`config.mk`:
```
export PLATFORM = sky130hd
export DESIGN_NAME = lnk_hdr_codec
export DESIGN_NICKNAME = d
export VERILOG_FILES = /design/src/rtl/lnk_hdr_pkg.sv /design/src/rtl/lnk_hdr_dp.sv /design/src/rtl/lnk_hdr_ctrl.sv /design/src/rtl/lnk_hdr_codec.sv
export SDC_FILE = /design/constraint.sdc
export NUM_CORES = 1
export LEC_CHECK = 0
export BUFFER_PORTS_ARGS = -buffer_cell sky130_fd_sc_hd__buf_2
export CORE_MARGIN = 10
export CORE_UTILIZATION = 40
export CTS_CLUSTER_DIAMETER = 30
export DETAILED_ROUTE_END_ITERATION = 8
export PLACE_DENSITY = 0.85
export SKIP_LAST_GASP = 1
export SLEW_MARGIN = 40
export SYNTH_ARGS = -nofsm -noshare
export SYNTH_HDL_FRONTEND = slang
export SYNTH_HIERARCHICAL = 1
export SYNTH_SLANG_ARGS = --single-unit
```
`constraint.sdc`:
```
create_clock -name clk -period 6.2 [get_ports clk]
set_input_delay 0.31 -clock clk [delete_from_list [all_inputs] [get_ports clk]]
set_output_delay 0.31 -clock clk [all_outputs]
set_load 0.02 [all_outputs]
```
`src/rtl/lnk_hdr_pkg.sv`:
```
package lnk_hdr_pkg;
  // bit positions of the native control word
  localparam int MORE_BIT = 12;
  localparam int NEXT_LSB = 16;
  localparam int FLOW_BIT = 28;
  localparam int HDR_W    = 32;

  // strobes from control to datapath
  typedef struct packed {
    logic ldRemote;
    logic zeroRemote;
    logic txIdle;
  } hdrStrobe_t;
endpackage

```
`src/rtl/lnk_hdr_dp.sv`:
```
module lnk_hdr_dp
  import lnk_hdr_pkg::*;
#(
  parameter int CNT_W   = 16,
  parameter int SIZE_W  = 11,
  parameter int PAYLOAD = 2044
) (
  input  logic               clk,
  input  logic               rstN,
  input  hdrStrobe_t         strb,
  input  logic [CNT_W-1:0]   pendCount,
  input  logic               rxFull,
  input  logic               remFlow,
  input  logic [HDR_W-1:0]   rxWire,
  output logic [HDR_W-1:0]   rxNative,
  output logic               localMore,
  output logic               sendZero,
  output logic [HDR_W-1:0]   txHdr,
  output logic [HDR_W-1:0]   txWire,
  output logic [SIZE_W-1:0]  remSize
);
  localparam int NBYTES = HDR_W / 8;
  localparam logic [SIZE_W-1:0] PAY_SZ = SIZE_W'(PAYLOAD);

  logic [SIZE_W-1:0] capped, sendSize;
  logic [HDR_W-1:0]  hdrBuilt;

  // byte reversal between native and wire order
  for (genvar b = 0; b < NBYTES; b++) begin : g_swap
    assign rxNative[8*b +: 8] = rxWire[8*(NBYTES-1-b) +: 8];
    assign txWire[8*b +: 8]   = txHdr[8*(NBYTES-1-b) +: 8];
  end

  assign localMore = pendCount > CNT_W'(PAYLOAD);
  assign capped    = localMore ? PAY_SZ : pendCount[SIZE_W-1:0];
  assign sendSize  = remFlow ? '0 : capped;
  assign sendZero  = (sendSize == '0);

  always_comb begin
    hdrBuilt = '0;
    hdrBuilt[SIZE_W-1:0]         = sendSize;
    hdrBuilt[MORE_BIT]           = localMore;
    hdrBuilt[NEXT_LSB +: SIZE_W] = PAY_SZ;
    hdrBuilt[FLOW_BIT]           = rxFull;
  end

  assign txHdr = strb.txIdle ? '1 : hdrBuilt;

  always_ff @(posedge clk or negedge rstN) begin
    if (!rstN)               remSize <= '0;
    else if (strb.zeroRemote) remSize <= '0;
    else if (strb.ldRemote)   remSize <= rxNative[SIZE_W-1:0];
  end

  // a stopped peer never sees a nonzero count
  a_r8_blocked_zero: assert property (@(posedge clk) disable iff (!rstN)
    (remFlow && !strb.txIdle) |-> (txHdr[SIZE_W-1:0] == '0));
  // count never beyond one payload
  a_r7_size_cap: assert property (@(posedge clk) disable iff (!rstN)
    !strb.txIdle |-> (txHdr[SIZE_W-1:0] <= PAY_SZ));
  // reserved words leave no remote count
  a_r4_reserved_size: assert property (@(posedge clk) disable iff (!rstN)
    (strb.zeroRemote) |=> (remSize == '0));
endmodule

```
`src/rtl/lnk_hdr_ctrl.sv`:
```
module lnk_hdr_ctrl
  import lnk_hdr_pkg::*;
(
  input  logic             clk,
  input  logic             rstN,
  input  logic             rxValid,
  input  logic [HDR_W-1:0] rxNative,
  input  logic             rxFull,
  input  logic             txSent,
  input  logic             localMore,
  input  logic             sendZero,
  output hdrStrobe_t       strb,
  output logic             remFlow,
  output logic             remMore,
  output logic             contNext
);
  logic isZero, isOnes, advFlow;

  assign isZero = (rxNative == '0);
  assign isOnes = &rxNative;

  assign strb.ldRemote   = rxValid && !isZero && !isOnes;
  assign strb.zeroRemote = rxValid && (isZero || isOnes);
  assign strb.txIdle     = sendZero && !localMore && (rxFull == advFlow);

  always_ff @(posedge clk or negedge rstN) begin
    if (!rstN) begin
      remFlow <= 1'b0;
      remMore <= 1'b0;
    end else if (rxValid) begin
      if (isZero) begin
        remFlow <= 1'b0;
        remMore <= 1'b0;
      end else if (isOnes) begin
        remMore <= 1'b0;
      end else begin
        remFlow <= rxNative[FLOW_BIT];
        remMore <= rxNative[MORE_BIT];
      end
    end
  end

  always_ff @(posedge clk or negedge rstN) begin
    if (!rstN)       advFlow <= 1'b0;
    else if (txSent) advFlow <= rxFull;
  end

  assign contNext = (!rxFull && remMore) || (!remFlow && localMore);

  // all-ones keeps the stop flag and drops MORE
  a_r5_ones_keep: assert property (@(posedge clk) disable iff (!rstN)
    (rxValid && isOnes) |=> (remFlow == $past(remFlow)) && !remMore);
  // all-zeros clears the remote flags
  a_r4_zero_clear: assert property (@(posedge clk) disable iff (!rstN)
    (rxValid && isZero) |=> !remFlow && !remMore);
  // idle word only while nothing is pending
  a_r10_idle_quiet: assert property (@(posedge clk) disable iff (!rstN)
    strb.txIdle |-> !localMore && sendZero);
  // flags hold without a received word
  a_r6_hold: assert property (@(posedge clk) disable iff (!rstN)
    !rxValid |=> $stable(remFlow) && $stable(remMore));
endmodule

```
`src/rtl/lnk_hdr_codec.sv`:
```
module lnk_hdr_codec
  import lnk_hdr_pkg::*;
#(
  parameter int CNT_W   = 16,
  parameter int SIZE_W  = 11,
  parameter int PAYLOAD = 2044
) (
  input  logic              clk,
  input  logic              rstN,
  input  logic [CNT_W-1:0]  pendCount,
  input  logic              rxFull,
  input  logic [31:0]       rxWire,
  input  logic              rxValid,
  input  logic              txSent,
  output logic [31:0]       txHdr,
  output logic [31:0]       txWire,
  output logic [SIZE_W-1:0] remSize,
  output logic              remMore,
  output logic              remFlow,
  output logic              txAllowed,
  output logic              contNext
);
  hdrStrobe_t       strb;
  logic [HDR_W-1:0] rxNative;
  logic             localMore, sendZero;

  lnk_hdr_dp #(.CNT_W(CNT_W), .SIZE_W(SIZE_W), .PAYLOAD(PAYLOAD)) u_dp (
    .clk(clk), .rstN(rstN), .strb(strb), .pendCount(pendCount),
    .rxFull(rxFull), .remFlow(remFlow), .rxWire(rxWire),
    .rxNative(rxNative), .localMore(localMore), .sendZero(sendZero),
    .txHdr(txHdr), .txWire(txWire), .remSize(remSize)
  );

  lnk_hdr_ctrl u_ctrl (
    .clk(clk), .rstN(rstN), .rxValid(rxValid), .rxNative(rxNative),
    .rxFull(rxFull), .txSent(txSent), .localMore(localMore),
    .sendZero(sendZero), .strb(strb), .remFlow(remFlow),
    .remMore(remMore), .contNext(contNext)
  );

  assign txAllowed = !remFlow;
endmodule

```
==> results.md, run 1 <==
Yosys:
- Counting flops with an async set or reset pin after synthesis yields a share of 1.00.
- The number of warnings issued by yosys is 6.
- A synthesized cell averages 8.05 um^2.
- Of the synthesized area, sequential elements account for 0.216.
- Sorting the synthesized cells by area gives the leading types as sky130_fd_sc_hd__buf_4 38%, sky130_fd_sc_hd__dfrtp_1 22%, sky130_fd_sc_hd__mux2i_1 6.8%.
- Counting flops and latches in the post-synthesis netlist gives 14.
- The count of flip-flops with a built-in enable after synthesis is 0.
- The unique cell type count in the Yosys netlist is 33.
- The most used flip-flop cell after synthesis is sky130_fd_sc_hd__dfrtp_1.
- The top-area cell type share of the netlist area is 0.385.
- The netlist area before placement is 1620 um^2.
- The largest total area in the synthesized netlist belongs to sky130_fd_sc_hd__buf_4.
- After technology mapping, the gate count stands at 201.

Setup path:
- In this run the worst path has a maximum fanout of 23.
- The endpoint required time on the critical path is 5.89 ns.
- By startpoint and endpoint, the worst setup path is classified as in2out.
- The arrival time reported for the critical path endpoint is 2.64 ns.
- The worst setup path is captured at a primary output.
- STA classifies the critical path startpoint as a primary input.

Timing:
- At the pin with the least slew margin, the transition time is 0.617 ns.
- After layout, the worst setup slack is 3.25 ns.
- The max-slew violation count is 0.
- The final setup violation count is 0.
- Measured against its own limit, the worst slew margin works out to 0.588.
- Setup repair after global routing left no endpoint under its margin.
- Of the available clock period, the critical path in the final layout requires 0.475.
- The final critical path time including I/O delays and setup is 2.95 ns.
- Summed over all failing endpoints, the final setup total negative slack is 0 ns.
- The total count of hold-check failures in the final report is 0.
- The maximum clock frequency is 339 MHz.
- Between clock sinks in the finished design, the worst skew comes to 0 ns.

Placement:
- Routability-driven placement finished with a final weighted congestion of 0.862.
- The instance area after placement is 1680 um^2.
- Detailed placement finished with a half-perimeter wire length of 3960 um.
- The pre-CTS setup slack is 3.23 ns.
- The count of buffers from port buffering is 113.
- The number of instances in the placed design is 294.

Routing:
- The detailed router placed 1,419 vias in this run.
- The initial DRC count is 23.
- The total wire length after detailed routing is 4400 um.
- The detailed-router iteration count before antenna repair is 4.
- The routed length per instance is 14.7 um.
- Dividing the detail-routed via count by the number of cells gives 4.75.
- The residual antenna-violating net count after detailed routing is 0.
- The DRC violation count after routing is 0.

Status:
- The flow ran to the end, and the final reports show no timing, DRC or antenna violations.

Clock tree:
- The setup fix buffers added after clock tree synthesis is 0.
- The buffer depth of the longest clock path is 2.
- The cell at the root of the clock tree is sky130_fd_sc_hd__clkbuf_8.
- CTS built an H-tree with a depth of 1.
- The later pin in the worst-skew pair is clocked with a latency of 0.24 ns.
- After clock tree synthesis, the flow added hold-fix buffers numbering 1.
- The clock buffer count from CTS is 3.
- The number of gates resized after CTS was 0.
- CTS saw 14 sinks.
- The TritonCTS clock tree is yes.
- The clock-pin slew of the registers on the worst-case setup and hold paths is 0.05 ns.

Global route:
- The global routing's busiest layer is met2.
- For met1 alone, demand over resource in global routing was 0.128.
- The first global-routing pass estimated 7420 um of wire.
- The met3 demand-to-capacity share in global routing is 0.0693.
- Across every metal layer, demand over resource in global routing totals 0.120.
- The number of global-route vias before repair is 1,525.
- The maximum number of pins on one net before global-route repair is 24.
- In the global route stage, met2 resource usage came out at 0.200.
- The number of antenna violations at the first check in global routing was 0.
- The global-route congestion overflow total is 0.

Power:
- The sequential group share of total power is 0.340.
- Dividing total power by cell area gives a power density of 178 nW/um^2.
- The switching power of the nets is 0.000114 W.
- The fraction of power consumed by combinational cells is 0.383.
- Of the total power, the share spent switching nets is 0.366.
- The internal portion of the total power is 0.000197 W.
- The share of total power in the clock network is 0.277.
- The maximum ir drop on the vdd rail is 0.144 mV.
- The leakage dissipation is 0.990 nW.

Final layout:
- The count of cells in the finished layout, fillers not included, comes to 299.
- The fraction of layout cells with a size suffix above 1 is 0.502.
- With fillers left out, the area of the finished cells amounts to 1750 um^2.
- The repair_antennas step left the layout with diodes totalling 0.
- The total of fill cells in the finished design is 416.
- The number of nets in the finished design is 303.
- The utilization of the core after routing is 0.440.
- The layout overhead on the synthesized area is 7.80%.

Die:
- The count of pins on the block boundary is 132.
- The effective utilization at floorplan is 0.408.
- The floorplan step set the die width to 83.6 um.
- Measured along the y axis, the die boundary spans 83.6 um.
- The row count is 23.
- The total die area is 6990 um^2.
- The core region is 3970 um^2.

Flow run:
- The max capacitance violation total is 0.

Min path:
- The class of the worst hold path is in2reg.
==> routing by layer <==
layer,up-vias,share of wire
met5,-,0
met2,89,0.46
met4,0,0.0077
li1,686,-
met3,4,0.16
met1,640,0.38
==> registers in the layout, summed over array words and instances, names as in the netlist <==
signal / cells
u_dp/remSize: 11
u_ctrl/advFlow: 1
u_ctrl/remFlow: 1
u_ctrl/remMore: 1
==> cell usage in the layout (no fill, tap or decap), types with 2 or more instances in the layout <==
| cell type | Yosys | layout |
|---|---|---|
| sky130_fd_sc_hd__a21oi_1 | 4 | 4 |
| sky130_fd_sc_hd__a31oi_1 | 5 | 5 |
| sky130_fd_sc_hd__buf_2 | 2 | 113 |
| sky130_fd_sc_hd__clkbuf_8 | 0 | 4 |
| sky130_fd_sc_hd__conb_1 | 1 | 18 |
| sky130_fd_sc_hd__dfrtp_1 | 14 | 14 |
| sky130_fd_sc_hd__inv_1 | 16 | 16 |
| sky130_fd_sc_hd__mux2i_1 | 11 | 11 |
| sky130_fd_sc_hd__nand2_1 | 2 | 2 |
| sky130_fd_sc_hd__nand3_1 | 3 | 3 |
| sky130_fd_sc_hd__nand4_1 | 11 | 11 |
| sky130_fd_sc_hd__nor2_1 | 14 | 14 |
| sky130_fd_sc_hd__nor3_1 | 3 | 3 |
| sky130_fd_sc_hd__nor4_1 | 10 | 10 |
| sky130_fd_sc_hd__nor4_2 | 2 | 2 |
| sky130_fd_sc_hd__o2bb2ai_1 | 2 | 2 |
| sky130_fd_sc_hd__o41ai_1 | 2 | 2 |
==> cell type report <==
cell class / count / area, um^2 / area share
clock buffers: 4 / 55.1 / 0.0315
multi-input cells: 101 / 642 / 0.368
inverters: 16 / 60.1 / 0.0344
well taps: 50 / 62.6 / 0.0358
repair buffers: 114 / 576 / 0.330
flip-flops and latches: 14 / 350 / 0.201
==> kinds of logic after synthesis <==
kind of cell,share of synthesized area
and+or+nand+nor,0.182
muxes,0.0750
DFF,0.216
AOI/OAI and AO/OA,0.0850
other,0.00232
xor gates and xnor gates,0.00541
buffers and inverters,0.434
==> critical path: stages <==
cell,delay [ns]
sky130_fd_sc_hd__buf_2,0.09
sky130_fd_sc_hd__nor3_1,0.33
sky130_fd_sc_hd__nand2_1,0.15
sky130_fd_sc_hd__o31ai_1,0.27
sky130_fd_sc_hd__nor3b_4,0.59
sky130_fd_sc_hd__inv_1,0.16
sky130_fd_sc_hd__and3_1,0.29
sky130_fd_sc_hd__a31oi_1,0.25
sky130_fd_sc_hd__buf_2,0.20
==> synthesized netlist by cell type (3+ instances only) <==
master                     n
sky130_fd_sc_hd__buf_4    83
sky130_fd_sc_hd__inv_1    16
sky130_fd_sc_hd__dfrtp_1  14
sky130_fd_sc_hd__nor2_1   14
sky130_fd_sc_hd__mux2i_1  11
sky130_fd_sc_hd__nand4_1  11
sky130_fd_sc_hd__nor4_1   10
sky130_fd_sc_hd__a31oi_1   5
sky130_fd_sc_hd__a21oi_1   4
sky130_fd_sc_hd__nand3_1   3
sky130_fd_sc_hd__nor3_1    3
==> worst paths after layout <==
path                            startpoint         endpoint  slack, ns  depth (start not counted)
max                          pendCount[15]       txWire[31]       3.25                          9
min                                 txSent   u_ctrl/advFlow       0.34                          2
max reg2reg                 u_ctrl/remMore   u_ctrl/remMore       5.43                          3
min reg2reg                u_dp/remSize[6]  u_dp/remSize[6]       0.52                          2
max in group asynchronous             rstN   u_ctrl/advFlow       5.47                          2
min in group asynchronous             rstN  u_dp/remSize[3]       0.49                          2
==> through the flow <==
step,hold WS [ns],total power (W)
2_1_floorplan,0.0144,0.000208
3_3_place_gp,0.222,0.000224
3_5_place_dp,0.221,0.000227
4_1_cts,0.338,0.000315
5_1_grt,0.332,0.000332
6_report,0.338,0.000311
==> power by group through the flow <==
stage | Clock, W | Sequential [W] | Combinational (W)
2_1_floorplan | 0 | 0.000118 | 0.0000905
3_3_place_gp | 0 | 0.000107 | 0.000117
3_5_place_dp | 0 | 0.000107 | 0.000120
4_1_cts | 0.0000889 | 0.000106 | 0.000120
5_1_grt | 0.0000936 | 0.000107 | 0.000131
6_report | 0.0000861 | 0.000106 | 0.000119
Power figures use the tool's default switching activity.
==> run 2, diff against run 1 <==
- ABC_AREA: default -> 1
- PLACE_DENSITY: 0.85 -> 0.81
- clock period: 6.2 -> 2.9 ns (I/O delays scaled with it)
==> results.md, run 2 <==
Status:
- The flow ran to the end, and the final reports show no timing, DRC or antenna violations.

Placement:
- The half-perimeter wire length of the detailed placement result was 4490 um (+13%).
- The count of buffers from port buffering is 113 (unchanged).
- The placer congestion estimate was 0.828 (-3.9%).

Global route:
- The global-route congestion overflow total is 0 (unchanged).
- The global-route wire length before repair is 7510 um (+1.1%).
- The number of global-route vias before repair came to 1,657 (+8.7%).
- The overall global routing resource usage is 0.114 (-0.00557).
- The number of antenna violations at the first check in global routing came to 0 (unchanged).
- The maximum number of pins on one net before global-route repair is 23 (-4.2%).

Min path:
- The worst hold path startpoint is txSent.
- The path class of the tightest hold or removal check is in2reg.

Final layout:
- The layout overhead on the synthesized area is 6.84%.
- The fraction of layout cells with a size suffix above 1 is 0.395 (-0.107).
- Leaving out fill and tap cells, the most frequent cells in the layout are 113 x sky130_fd_sc_hd__buf_2, 71 x sky130_fd_sc_hd__nand2_1, 45 x sky130_fd_sc_hd__inv_1, 25 x sky130_fd_sc_hd__nor2_1, 18 x sky130_fd_sc_hd__conb_1.
- The largest register by flop count is u_dp/remSize.
- The library cell used most frequently in the layout, excluding fill and tap cells, is sky130_fd_sc_hd__buf_2.
- The number of antenna repair diodes is 0 (unchanged).
- The number of nets in the finished design came to 408 (+35%).
- The utilization of the core after routing was 0.437 (-0.00218).
- The number of flip-flops under the largest register name is 11 (unchanged).

Yosys:
- In the post-synthesis netlist, the biggest area contributors are sky130_fd_sc_hd__buf_4 32%, sky130_fd_sc_hd__dfrtp_1 18%, sky130_fd_sc_hd__nand2_1 14%.
- The sequential cell area fraction in the yosys report was 0.182 (-0.0340).
- The average size of a mapped cell is 6.28 um^2 (-22%).
- The count of flip-flops with a built-in enable after synthesis is 0 (unchanged).
- The netlist area before placement was 1920 um^2 (+19%).
- By count the netlist is led by 83 x sky130_fd_sc_hd__buf_4, 71 x sky130_fd_sc_hd__nand2_1, 45 x sky130_fd_sc_hd__inv_1.
- sky130_fd_sc_hd__buf_4 takes more of the synthesized area than any other cell.
- The most frequent cell after synthesis is sky130_fd_sc_hd__buf_4.
- The async set-or-reset flop fraction in the synthesized netlist is 1.00 (unchanged).
- The unique cell type count in the Yosys netlist is 27 (-18%).
- The synthesized flop and latch total is 14 (unchanged).
- The top-area cell type share of the netlist area was 0.324 (-0.0604).
- The number of warnings issued by yosys is 6 (unchanged).
- Among all flip-flop cells after synthesis, the most frequent one is sky130_fd_sc_hd__dfrtp_1.
- The instance count of the mapped netlist is 306 (+52%).

Clock tree:
- The source-to-sink clock delay at the later pin of the worst-skew pair is 0.24 ns (about the same).
- TritonCTS built the clock tree.
- The buffer depth of the longest clock path was 2 (unchanged).
- The maximum level of the CTS H-tree was 1 (unchanged).
- The clock-pin slew of the registers on the worst-case setup and hold paths is 0.06 ns (about the same).
- The number of clock sinks seen by CTS is 14 (unchanged).
- The setup fix buffers added after clock tree synthesis came to 0 (unchanged).
- The clock buffer count from CTS was 3 (unchanged).
- The number of cells upsized or downsized after cts is 0 (unchanged).
- CTS placed an instance of sky130_fd_sc_hd__clkbuf_8 at the clock tree root.

Setup path:
- STA classifies the critical path startpoint as a flop.
- In this run the worst setup path begins at u_ctrl/remFlow.
- The endpoint required time on the critical path is 2.76 ns (-3.13 ns).
- The peak fanout along the critical path is 22 (-4.3%).
- The critical path start-end classification is reg2out.
- The worst register-to-register path begins at u_ctrl/remFlow.
- The arrival time reported for the critical path endpoint is 2.33 ns (-0.31 ns).
- The endpoint kind of the worst setup timing path is a primary output.

Routing:
- The total wire length after detailed routing is 5120 um (+16%).
- The initial DRC count is 18 (-22%).
- The via-per-instance ratio is 4.27 (-9.9%).
- The routed length per instance is 12.5 um (-15%).
- The residual antenna-violating net count after detailed routing is 0 (unchanged).
- The DRC violation count after routing came to 0 (unchanged).
- The detailed-router iteration count before antenna repair is 4 (unchanged).
- The via total after detailed routing is 1,744 (+23%).

Timing:
- The max-slew violation count came to 0 (unchanged).
- The share of the clock period used by the worst path is 0.854.
- The final critical path time including I/O delays and setup is 2.48 ns.
- The final clock skew came to 0 ns (unchanged).
- The worst-margin pin slew was 0.827 ns (+0.209 ns).
- The total count of hold-check failures in the final report is 0 (unchanged).
- The worst relative slew slack was 0.447 (-0.141).
- The final setup violation count is 0 (unchanged).
- The total negative slack was 0 ns (unchanged).
- The maximum clock frequency is 404 MHz.
- Setup repair after global routing left no endpoint under its margin.

Die:
- The die width is 89.3 um (+6.8%).
- The die span in y is 89.3 um (+6.8%).
- The area of the core is 4690 um^2 (+18%).
- The effective utilization at floorplan is 0.409 (+0.00165).
- The row count was 25 (+8.7%).
- The total die area is 7970 um^2 (+14%).
- The count of pins on the block boundary is 132 (unchanged).

Power:
- The leakage dissipation is 1.30 nW (+31%).
- The maximum ir drop on the vdd rail came to 0.192 mV (+34%).
- The power per standard cell area is 330 nW/um^2 (+85%).

Flow run:
- The max capacitance violation total is 0 (unchanged).
run 2: report_power, final:
part           internal, W  switching [W]  leakage [nW]
sequential        0.000213      0.0000119         0.170
clock             0.000120      0.0000700        0.0288
combinational    0.0000864       0.000176          1.10
total             0.000419       0.000258          1.30
run 2: path summary, 6_finish.rpt:
path	endpoint	slack [ns]	cells past startpoint
worst max-delay path	txWire[25]	0.42	12
min in group asynchronous	u_dp/remSize[10]	0.33	2
worst max register to register	u_ctrl/remFlow	2.18	2
worst min-delay path	u_ctrl/advFlow	0.12	2
max in group asynchronous	u_ctrl/advFlow	2.32	2
worst min register to register	u_dp/remSize[10]	0.54	2
run 2: per-layer routing:
layer  vias up  part of all wire  track usage
met3         0              0.14       0.0456
met2        82              0.48        0.207
met4         0                 0       0.0173
li1        911                 -            -
met5         -                 0            0
met1       751              0.37        0.124
run 2: critical path: stages, from the launching register on:
cell                       delay (ns)
sky130_fd_sc_hd__dfrtp_1         0.48
sky130_fd_sc_hd__inv_1           0.21
sky130_fd_sc_hd__nand2_1         0.14
sky130_fd_sc_hd__nand2_1         0.07
sky130_fd_sc_hd__nor2_2          0.12
sky130_fd_sc_hd__nand2_1         0.07
sky130_fd_sc_hd__nor2_2          0.09
sky130_fd_sc_hd__o211ai_1        0.10
sky130_fd_sc_hd__a21oi_2         0.11
sky130_fd_sc_hd__buf_4           0.20
sky130_fd_sc_hd__inv_1           0.19
sky130_fd_sc_hd__nand2_1         0.13
sky130_fd_sc_hd__buf_2           0.17
run 2: logic make-up after synthesis:
family / share of synthesized area
and+or+nand+nor: 0.332
buffers and inverters: 0.425
AOI/OAI and AO/OA: 0.0580
other: 0.00195
DFF: 0.182
run 2: area by class of cell:
class,count,area (um^2)
fillers,506,2640
inverters,46,175
multi-input cells,175,821
flip-flops and latches,14,350
well taps,54,67.6
repair buffers,115,583
clock buffers,4,55.1
run 2: per-stage QoR:
| stage | std cells | hold WS [ns] | worst slack, ns | power [W] | cell area, um^2 |
|---|---|---|---|---|---|
| after floorplan | 323 | -0.151 | 0.265 | 0.000451 | 1990 |
| after global placement | 403 | 0.0587 | 0.683 | 0.000486 | 1990 |
| after detailed placement | 403 | 0.0652 | 0.623 | 0.000490 | 1990 |
| after CTS | 408 | 0.128 | 0.425 | 0.000685 | 2050 |
| after global routing | 408 | 0.169 | 0.260 | 0.000723 | 2050 |
| final | 408 | 0.125 | 0.422 | 0.000677 | 2050 |
run 2: what timing repair did:
item | 4_1_cts | 5_1_grt
setup endpoints to repair | 0 | 0
hold endpoints to repair | 14 | 0
hold buffers | 1 | 0
==> run 3, diff against run 2 <==
- CTS_BUF_LIST: default -> sky130_fd_sc_hd__clkbuf_2
- REMOVE_ABC_BUFFERS: default -> 1
- clock period: 2.9 -> 2.75 ns (I/O delays scaled with it)
==> results.md, run 3 (same netlist as run 2, synthesis figures left out) <==
Clock tree:
- TritonCTS built the clock tree.
- The buffer depth of the longest clock path is 2 (unchanged).
- The clock-pin slew of the registers on the worst-case setup and hold paths was 0.13 ns (+0.07 ns).
- The number of clock sinks seen by CTS came to 14 (unchanged).
- The source-to-sink clock delay at the later pin of the worst-skew pair is 0.26 ns (+0.02 ns).
- The maximum level of the CTS H-tree was 1 (unchanged).
- The clock buffer count from CTS is 3 (unchanged).
- The cell at the root of the clock tree is sky130_fd_sc_hd__clkbuf_2.

Setup path:
- The critical path goes through inv_1, o21ai_1, nand2_1, inv_1, nand2_1, nor2_2, o211ai_1, a21oi_1, buf_4, inv_1, nand2_1, buf_2.
- The arrival time reported for the critical path endpoint is 2.26 ns (-0.07 ns).
- The worst register-to-register path begins at u_ctrl/remFlow.
- The peak fanout along the critical path came to 22 (unchanged).
- The number of cells on the worst reg-to-reg path came to 2 (unchanged).
- The number of buffers and inverters on the critical path came to 5 (+1).
- The worst stage delay on the critical path was 0.48 ns (about the same).
- The worst setup slack for register-to-register paths is 2.06 ns (-0.12 ns).
- The endpoint required time on the critical path was 2.61 ns (-0.15 ns).
- The cell class contributing the biggest share of worst-path delay is buffers and inverters.
- The critical path depth in cells is 12 (unchanged).
- The critical path starts at u_ctrl/remFlow.
- The critical path in this run is classified as reg2out.
- The endpoint kind of the worst setup timing path is a primary output.
- The endpoint identified for the worst register-to-register timing path is u_ctrl/remFlow.
- The largest individual stage delay along the critical path comes from the cell sky130_fd_sc_hd__dfrtp_2.
- The critical path ends at txWire[30].
- STA classifies the critical path startpoint as a flop.

Timing:
- The total count of hold-check failures in the final report was 0 (unchanged).
- Setup repair after global routing could not meet its margin everywhere.
- The final clock skew was 0 ns (unchanged).
- The final setup violation count is 0 (unchanged).
- In the finished design, the share of the clock period the worst path needs comes to 0.873.
- The max-slew violation count came to 0 (unchanged).
- The final critical path time including I/O delays and setup is 2.40 ns.
- The worst-margin pin slew is 0.733 ns (-0.0933 ns).
- The worst relative slew slack is 0.509 (+0.0624).
- Based on the critical path, the design can be clocked at up to 417 MHz.

Routing:
- The initial DRC count is 34 (+16).
- The via-per-instance ratio came to 4.32 (+1.1%).
- The detailed-router iteration count before antenna repair came to 4 (unchanged).
- The total wire length after detailed routing is 4940 um (-3.5%).
- The DRC violation count after routing was 0 (unchanged).
- The via total after detailed routing was 1,759 (+0.86%).
- The residual antenna-violating net count after detailed routing came to 0 (unchanged).
- The routed length per instance is 12.1 um (-3.3%).

Global route:
- The overall global routing resource usage was 0.113 (-0.00148).
- The number of antenna violations at the first check in global routing was 0 (unchanged).
- The number of global-route vias before repair is 1,720 (+3.8%).
- The maximum number of pins on one net before global-route repair is 23 (unchanged).
- The global-route congestion overflow total came to 0 (unchanged).
- The global-route wire length before repair is 7420 um (-1.1%).

Final layout:
- The utilization of the core after routing is 0.428 (-0.00907).
- The number of nets in the finished design is 408 (unchanged).
- The total of fill cells in the finished design was 503 (-0.59%).
- Leaving out fill and tap cells, the most frequent cell in the layout is sky130_fd_sc_hd__buf_2.
- Leaving out fill and tap cells, the most frequent cells in the layout are 113 x sky130_fd_sc_hd__buf_2, 71 x sky130_fd_sc_hd__nand2_1, 45 x sky130_fd_sc_hd__inv_1, 25 x sky130_fd_sc_hd__nor2_1, 18 x sky130_fd_sc_hd__conb_1.
- The combined flip-flop and latch cell area came to 352 um^2 (+0.36%).
- The number of flip-flops under the largest register name came to 11 (unchanged).
- u_dp/remSize holds more flip-flops than any other register.
- The final cell area excluding filler cells came to 2010 um^2 (-2.1%).
- Relative to the synthesized area, the layout overhead comes to 4.63%.
- The multi-input combinational cell area is 817 um^2 (-0.46%).
- The fraction of layout cells with a size suffix above 1 is 0.394 (-0.00171).
- The number of antenna repair diodes is 0 (unchanged).

Placement:
- The instance area after placement was 1980 um^2 (-0.19%).
- The half-perimeter wire length of the detailed placement result is 4420 um (-1.6%).
- The count of buffers from port buffering was 113 (unchanged).
- The placer congestion estimate is 0.919 (+11%).

Die:
- The row count is 25 (unchanged).
- The total die area is 7970 um^2 (unchanged).
- The die width came to 89.3 um (unchanged).
- The effective utilization at floorplan was 0.409 (unchanged).
- The area of the core is 4690 um^2 (unchanged).
- The count of pins on the block boundary is 132 (unchanged).
- The die span in y was 89.3 um (unchanged).

Flow run:
- The max capacitance violation total is 0 (unchanged).

Status:
- The run finished with clean final reports.

Power:
- The leakage dissipation is 1.28 nW (-1.3%).
- The maximum ir drop on the vdd rail is 0.181 mV (-5.8%).
- The power per standard cell area is 302 nW/um^2 (-8.6%).

Min path:
- The cell count of the worst hold path is 2 (unchanged).
- The path class of the tightest hold or removal check is in2reg.
- In this run the most critical hold path is launched from txSent.
-- run 3: report_power, final --
group          switching [W]  internal [W]
combinational       0.000186     0.0000912
clock              0.0000631     0.0000298
sequential         0.0000119      0.000224
-- run 3: worst min path at each step --
stage | endpoint | slack, ns
global placement | u_dp/remSize[5] | 0.05
floorplan | u_ctrl/advFlow | -0.16
detailed placement | u_dp/remSize[5] | 0.06
CTS | u_ctrl/advFlow | 0.08
finish | u_ctrl/advFlow | 0.09
global route | u_ctrl/advFlow | 0.08
-- run 3: area by class of cell --
type,instances,share of cell area
multi-input cells,175,0.407
inverters,46,0.0872
clock buffers,3,0.00747
flip-flops and latches,14,0.175
well taps,54,0.0336
repair buffers,115,0.290
-- run 3: routing by layer --
metal | global-route usage | wire length (um) | vias to the layer above
li1 | - | - | 912
met2 | 0.209 | 2360 | 83
met1 | 0.126 | 1970 | 762
met5 | 0 | 0 | -
met3 | 0.0337 | 603 | 2
met4 | 0.0159 | 6 | 0
-- run 3: worst reg2reg max path, stage by stage, from the launching register on --
cell,delay [ns]
sky130_fd_sc_hd__dfrtp_2,0.48
sky130_fd_sc_hd__nand2_1,0.08
sky130_fd_sc_hd__nand2_1,0.04
-- run 3: timing repair --
action,4_1_cts,5_1_grt
buffers inserted,0,0
endpoints found under the hold margin,14,0
gates resized for setup,0,1
hold buffers,1,0
endpoints found under the setup margin,0,24
-- run 3: metrics by stage --
step	TNS (ns)	total power (W)	hold WS [ns]	setup slack (ns)	std cells
finish	0	0.000606	0.0885	0.350	407
global route	-0.00320	0.000659	0.0771	-0.00320	407
CTS	0	0.000615	0.0778	0.237	407
detailed placement	0	0.000518	0.0561	0.474	403
global placement	0	0.000513	0.0505	0.531	403
floorplan	-252.40	0.000398	-0.158	-6.50	235
